## src/rtl/wh_input_port.sv

```systemverilog
module wh_input_port #(
  parameter int FLIT_W  = 16,
  parameter int COORD_W = 4,
  parameter int MY_X    = 5,
  parameter int MY_Y    = 5
) (
  input  logic              clk,
  input  logic              rst_n,
  input  logic              nb_valid,
  input  logic [FLIT_W-1:0] nb_flit,
  output logic              nb_ready,
  input  logic              host_in_valid,
  input  logic [FLIT_W-1:0] host_in_flit,
  output logic              host_in_ready,
  output logic              eject_valid,
  output logic [FLIT_W-1:0] eject_flit,
  input  logic              eject_ready,
  output logic [3:0]        dir_valid,
  output logic [FLIT_W-1:0] dir_flit,
  input  logic [3:0]        dir_ready
);
  localparam int NDIR = 4;
  localparam int DW   = $clog2(NDIR);
  localparam logic [1:0] T_IDLE = 2'b00;
  localparam logic [1:0] T_HEAD = 2'b01;
  localparam logic [1:0] T_TAIL = 2'b11;
  localparam logic [1:0] L_NONE = 2'd0;
  localparam logic [1:0] L_NB   = 2'd1;
  localparam logic [1:0] L_HOST = 2'd2;
  localparam logic [COORD_W-1:0] OWN_X = COORD_W'(MY_X);
  localparam logic [COORD_W-1:0] OWN_Y = COORD_W'(MY_Y);

  logic [1:0]        lock_q;
  logic              full_q;
  logic [FLIT_W-1:0] flit_q;
  logic              rt_eject_q;
  logic [DW-1:0]     rt_dir_q;
  logic              rt_live_q;

  logic              sel_nb, sel_host, in_valid, can_take, take, load, out_ready, out_fire;
  logic [FLIT_W-1:0] in_flit;
  logic [1:0]        in_type;
  logic [COORD_W-1:0] dst_x, dst_y;
  logic              hd_eject;
  logic [DW-1:0]     hd_dir;

  assign sel_nb   = (lock_q == L_NB) || (lock_q == L_NONE && nb_valid);
  assign sel_host = (lock_q == L_HOST) || (lock_q == L_NONE && !nb_valid);
  assign in_valid = sel_nb ? nb_valid : (sel_host & host_in_valid);
  assign in_flit  = sel_nb ? nb_flit : host_in_flit;
  assign in_type  = in_flit[FLIT_W-1 -: 2];

  assign out_ready = rt_eject_q ? eject_ready : dir_ready[rt_dir_q];
  assign out_fire  = full_q & out_ready;
  assign can_take  = !full_q || out_ready;
  assign take      = in_valid & can_take;
  assign load      = take & (in_type != T_IDLE);

  assign nb_ready      = sel_nb & can_take;
  assign host_in_ready = sel_host & can_take;

  assign dst_x    = in_flit[COORD_W-1:0];
  assign dst_y    = in_flit[2*COORD_W-1:COORD_W];
  assign hd_eject = (dst_x == OWN_X) && (dst_y == OWN_Y);

  always_comb begin
    if (dst_x > OWN_X)      hd_dir = DW'(0);
    else if (dst_x < OWN_X) hd_dir = DW'(1);
    else if (dst_y > OWN_Y) hd_dir = DW'(2);
    else                    hd_dir = DW'(3);
  end

  always_ff @(posedge clk) begin
    if (!rst_n) begin
      lock_q <= L_NONE;
    end else if (take && in_type == T_HEAD) begin
      lock_q <= sel_nb ? L_NB : L_HOST;
    end else if (take && in_type == T_TAIL) begin
      lock_q <= L_NONE;
    end
  end

  always_ff @(posedge clk) begin
    if (!rst_n) begin
      full_q     <= 1'b0;
      flit_q     <= '0;
      rt_eject_q <= 1'b0;
      rt_dir_q   <= '0;
      rt_live_q  <= 1'b0;
    end else begin
      if (out_fire) begin
        full_q <= 1'b0;
        if (flit_q[FLIT_W-1 -: 2] == T_TAIL) begin
          rt_live_q  <= 1'b0;
          rt_eject_q <= 1'b0;
          rt_dir_q   <= '0;
        end
      end
      if (load) begin
        full_q <= 1'b1;
        flit_q <= in_flit;
        if (in_type == T_HEAD) begin
          rt_eject_q <= hd_eject;
          rt_dir_q   <= hd_dir;
          rt_live_q  <= 1'b1;
        end
      end
    end
  end

  assign eject_valid = full_q & rt_eject_q;
  assign eject_flit  = flit_q;
  assign dir_flit    = flit_q;

  for (genvar d = 0; d < NDIR; d++) begin : g_dir
    assign dir_valid[d] = full_q & !rt_eject_q & (rt_dir_q == DW'(d));
  end

  AST_ONE_TARGET: assert property (@(posedge clk) disable iff (!rst_n)
    $onehot0({eject_valid, dir_valid}));
  AST_SINGLE_SOURCE: assert property (@(posedge clk) disable iff (!rst_n)
    !(nb_ready && host_in_ready));
  AST_HOST_LOCK: assert property (@(posedge clk) disable iff (!rst_n)
    (host_in_ready && host_in_valid && host_in_flit[FLIT_W-1 -: 2] == T_HEAD) |=> !nb_ready);
  AST_ROUTE_LIVE: assert property (@(posedge clk) disable iff (!rst_n)
    (full_q && flit_q[FLIT_W-1 -: 2] != T_HEAD) |-> rt_live_q);
  AST_EJECT_HOLD: assert property (@(posedge clk) disable iff (!rst_n)
    (eject_valid && !eject_ready) |=> (eject_valid && $stable(eject_flit)));
  AST_DIR_HOLD: assert property (@(posedge clk) disable iff (!rst_n)
    (|(dir_valid & ~dir_ready)) |=> ($stable(dir_valid) && $stable(dir_flit)));
  AST_STALL_BLOCK: assert property (@(posedge clk) disable iff (!rst_n)
    ((eject_valid && !eject_ready) || (|(dir_valid & ~dir_ready))) |-> (!nb_ready && !host_in_ready));
endmodule

```

## config.mk

```make
export PLATFORM = sky130hd
export DESIGN_NAME = wh_input_port
export DESIGN_NICKNAME = d
export VERILOG_FILES = /design/src/rtl/wh_input_port.sv
export SDC_FILE = /design/constraint.sdc
export NUM_CORES = 1
export LEC_CHECK = 0
export BUFFER_PORTS_ARGS = -buffer_cell sky130_fd_sc_hd__buf_2
export CAP_MARGIN = 20
export CORE_UTILIZATION = 45
export CTS_CLUSTER_SIZE = 12
export DETAILED_ROUTE_END_ITERATION = 10
export HOLD_SLACK_MARGIN = 0.06
export MAX_ROUTING_LAYER = met4
export PLACE_DENSITY = 0.85
export SLEW_MARGIN = 25
export SYNTH_ARGS = -nofsm -noshare
export SYNTH_HDL_FRONTEND = slang
export SYNTH_SLANG_ARGS = --single-unit
```

## constraint.sdc

```tcl
create_clock -name clk -period 1.9 [get_ports clk]
set_input_delay 0.285 -clock clk [delete_from_list [all_inputs] [get_ports clk]]
set_output_delay 0.285 -clock clk [all_outputs]
set_load 0.03 [all_outputs]
```

==> flow_summary_export.csv <==
group,metric,value,unit
synth,syn-num-nets,213,
synth,yosysUniqueCellTypes,40,
status,failed_checks,"negative setup slack",
route,vias,1439,
setup_path,critical_path_class,"flop to output pin",
floorplan,start_util,49.2,%
sta,finalSetupTns,-0.0372,ns
sta,max_freq,0.521,GHz
synth,synth-seq-area-share,28.4,%
setup_path,crit_required,1.62,ns
global_routing,grt_overflow,0,
final_layout,utilization,61.9,%
sta,fin_hold_ws,0.293,ns
route,drt_iter0_markers,58,
clock_tree,clockBufferDepth,2,
clock_tree,clkTransAtPathRegs,0.12,ns
floorplan,core,0.00315,mm²
placement,io_buffers,79,
final_layout,antennaDiodeCount,0,
synth,synth_flop_cell,"dfxtp_1",
global_routing,antenna_found_initial,0,
clock_tree,htreeDepth,1,
floorplan,die_x,60.7,µm
synth,synth_edf_count,0,
setup_path,cp.arrival,1.63,ns
sta,final-hold-violation-count,0,
floorplan,ios,80,
placement,gp_congestion,0.788,
floorplan,dieArea,0.00369,mm²
placement,dpl_cell_area,0.00186,mm²
clock_tree,ctsRootBufferMaster,"clkbuf_4",
synth,ys_seq_elements,22,
setup_path,cp_max_fo,4,
global_routing,grt_max_degree,42,
sta,setup_ws,-0.0190,ns
sta,finalCriticalPeriod,1.92,ns
global_routing,grt_pass1_wl,5.36,mm
sta,rsz0062_at_grt,"yes",
power_and_ir_drop,cellLeakagePower,0.986,nW
synth,netlist_instances,172,
final_layout,stdcell_count,283,
final_layout,nets,281,
final_layout,layout-drive-gt1-share,48.5,%
final_layout,area_growth,25.7,%
route,final_antenna_net_count,0,
sta,slew_viol_final,0,
route,routedWlPerCell,12.0,µm
sta,worst_pin_slew,0.542,ns
placement,dp_cells,275,
setup_path,critPathCaptureType,"output pin",
route,drc,0,
global_routing,grtUsageTotal,19.9,%
final_layout,fillers,310,
clock_tree,cts_tree,"built",
clock_tree,clock_sinks,22,
setup_path,worst_setup_path_start_kind,"flop",
status,status,"finished with violations",
synth,syn_area,0.00155,mm²
synth,yosysWarnings,0,
power_and_ir_drop,p_per_area,717,mW/mm²
synth,async_reset_ff_share,0,%
final_layout,finalInstanceArea,0.00195,mm²
sta,finClkSkew,0.00325,ns
placement,dpl.hpwl,2.64,mm
route,via_per_inst,5.08,
global_routing,grt_pass1_vias,1249,
synth,syn_area_per_cell,9.03,µm²
power_and_ir_drop,ir_drop,0.479,mV
sta,fin_crit_sh,101,%
route,firstDrtPassIters,4,
sta,setup_viol,2,
floorplan,die_h,60.7,µm
clock_tree,cts_buffers,3,
flow_run,maxCapViolCount,0,
worst_hold_path,hold_path_class,"primary input to flop",
clock_tree,hold_buffers,0,
floorplan,rows,20,
route,drt-total-wl,3.41,mm
clock_tree,worstSkewPairLatency,0.30,ns
sta,relSlewSlack,63.6,%
[through the flow]
stage,setup slack [ns],power (W)
2_1_floorplan,0.0571,0.00103
3_3_place_gp,0.202,0.00113
3_5_place_dp,0.174,0.00114
4_1_cts,-0.0497,0.00142
5_1_grt,-0.0793,0.00148
6_report,-0.0190,0.00140
[final cells by class]
cell class                      instances  area [µm²]  share of cell area (%)
Tap cell                               44        55.1                    2.82
Sequential cell                        22         450                    23.1
Inverter                                3        11.3                   0.577
Timing Repair Buffer                   89         475                    24.4
Clock buffer                            4        36.3                    1.86
Multi-Input combinational cell        121         923                    47.3
[metal layers]
| metal | GRT usage [%] | share of wire [%] | vias up |
|---|---|---|---|
| li1 | - | - | 722 |
| met1 | 24.0 | 44 | 669 |
| met2 | 34.9 | 50 | 46 |
| met3 | 2.56 | 4.7 | 2 |
| met4 | 4.87 | 0.38 | 0 |
| met5 | - | 0 | - |
[report_power, final]
group          total, W  switching (W)  internal [W]  leakage (nW)
Combinational  0.000600       0.000365      0.000235         0.781
Clock          0.000259       0.000142      0.000117        0.0210
Sequential     0.000541      0.0000328      0.000508         0.183
[Yosys cell counts, types with 2 or more instances]
master	count	area share, %
a211o_1	3	1.7
a211oi_1	2	0.97
buf_4	16	7.7
buf_6	2	1.5
clkbuf_1	6	1.5
dfxtp_1	22	28
inv_1	3	0.73
mux2_1	4	2.9
mux2_2	10	7.3
mux2_4	2	1.9
mux2i_1	22	14
nand2_1	33	8.0
nand3b_1	4	1.9
nand4bb_1	2	1.5
nor2_1	7	1.7
nor2b_1	3	1.2
nor3_1	5	1.6
o211a_1	2	1.3
o21ai_1	3	0.97
[worst max-delay path, stage by stage (launching register included)]
cell,delay (ns)
dfxtp_2,0.36
or3b_4,0.42
o22ai_4,0.18
nand2b_4,0.16
nor3_2,0.04
buf_4,0.17
[cells in the final DEF (no fill, tap or decap), drive strengths merged, types with 4 or more instances in the layout]
master / instances
mux2i: 22
clkbuf: 4
buf: 89
nand3b: 4
nor3: 5
dfxtp: 22
nand2: 33
nor2: 7
o21ai: 4
mux2: 16
[registers in the layout (all words and copies together) (netlist names)]
signal and flops:
full_q 1, lock_q 2, rt_dir_q 2, dir_flit 16, rt_eject_q 1
[worst paths after layout]
| check | from | cells after the start | slack (ns) | to |
|---|---|---|---|---|
| setup reg to reg | rt_dir_q[0] | 6 | 0.16 | lock_q[0] |
| hold / removal | host_in_flit[15] | 3 | 0.29 | lock_q[1] |
| setup / recovery | rt_eject_q | 5 | -0.02 | host_in_ready |
| hold reg to reg | dir_flit[4] | 2 | 0.48 | dir_flit[4] |
[repair_timing]
| item | CTS | global route |
|---|---|---|
| resized for setup | 9 | 1 |
| pin swaps | 4 | 1 |
| gates cloned | 0 | 0 |
| buffers inserted | 4 | 0 |
| endpoints found under the setup margin | 2 | 2 |
[logic make-up (layout without fill, tap and decap cells)]
group	count (synthesis)	count (layout)	synth area share, %
compound gates	20	20	11.7
flops	22	22	28.4
simple gates	63	63	20.7
buf+inv	29	96	13.0
mux	38	38	26.3
(Power assumes the default switching activity.)
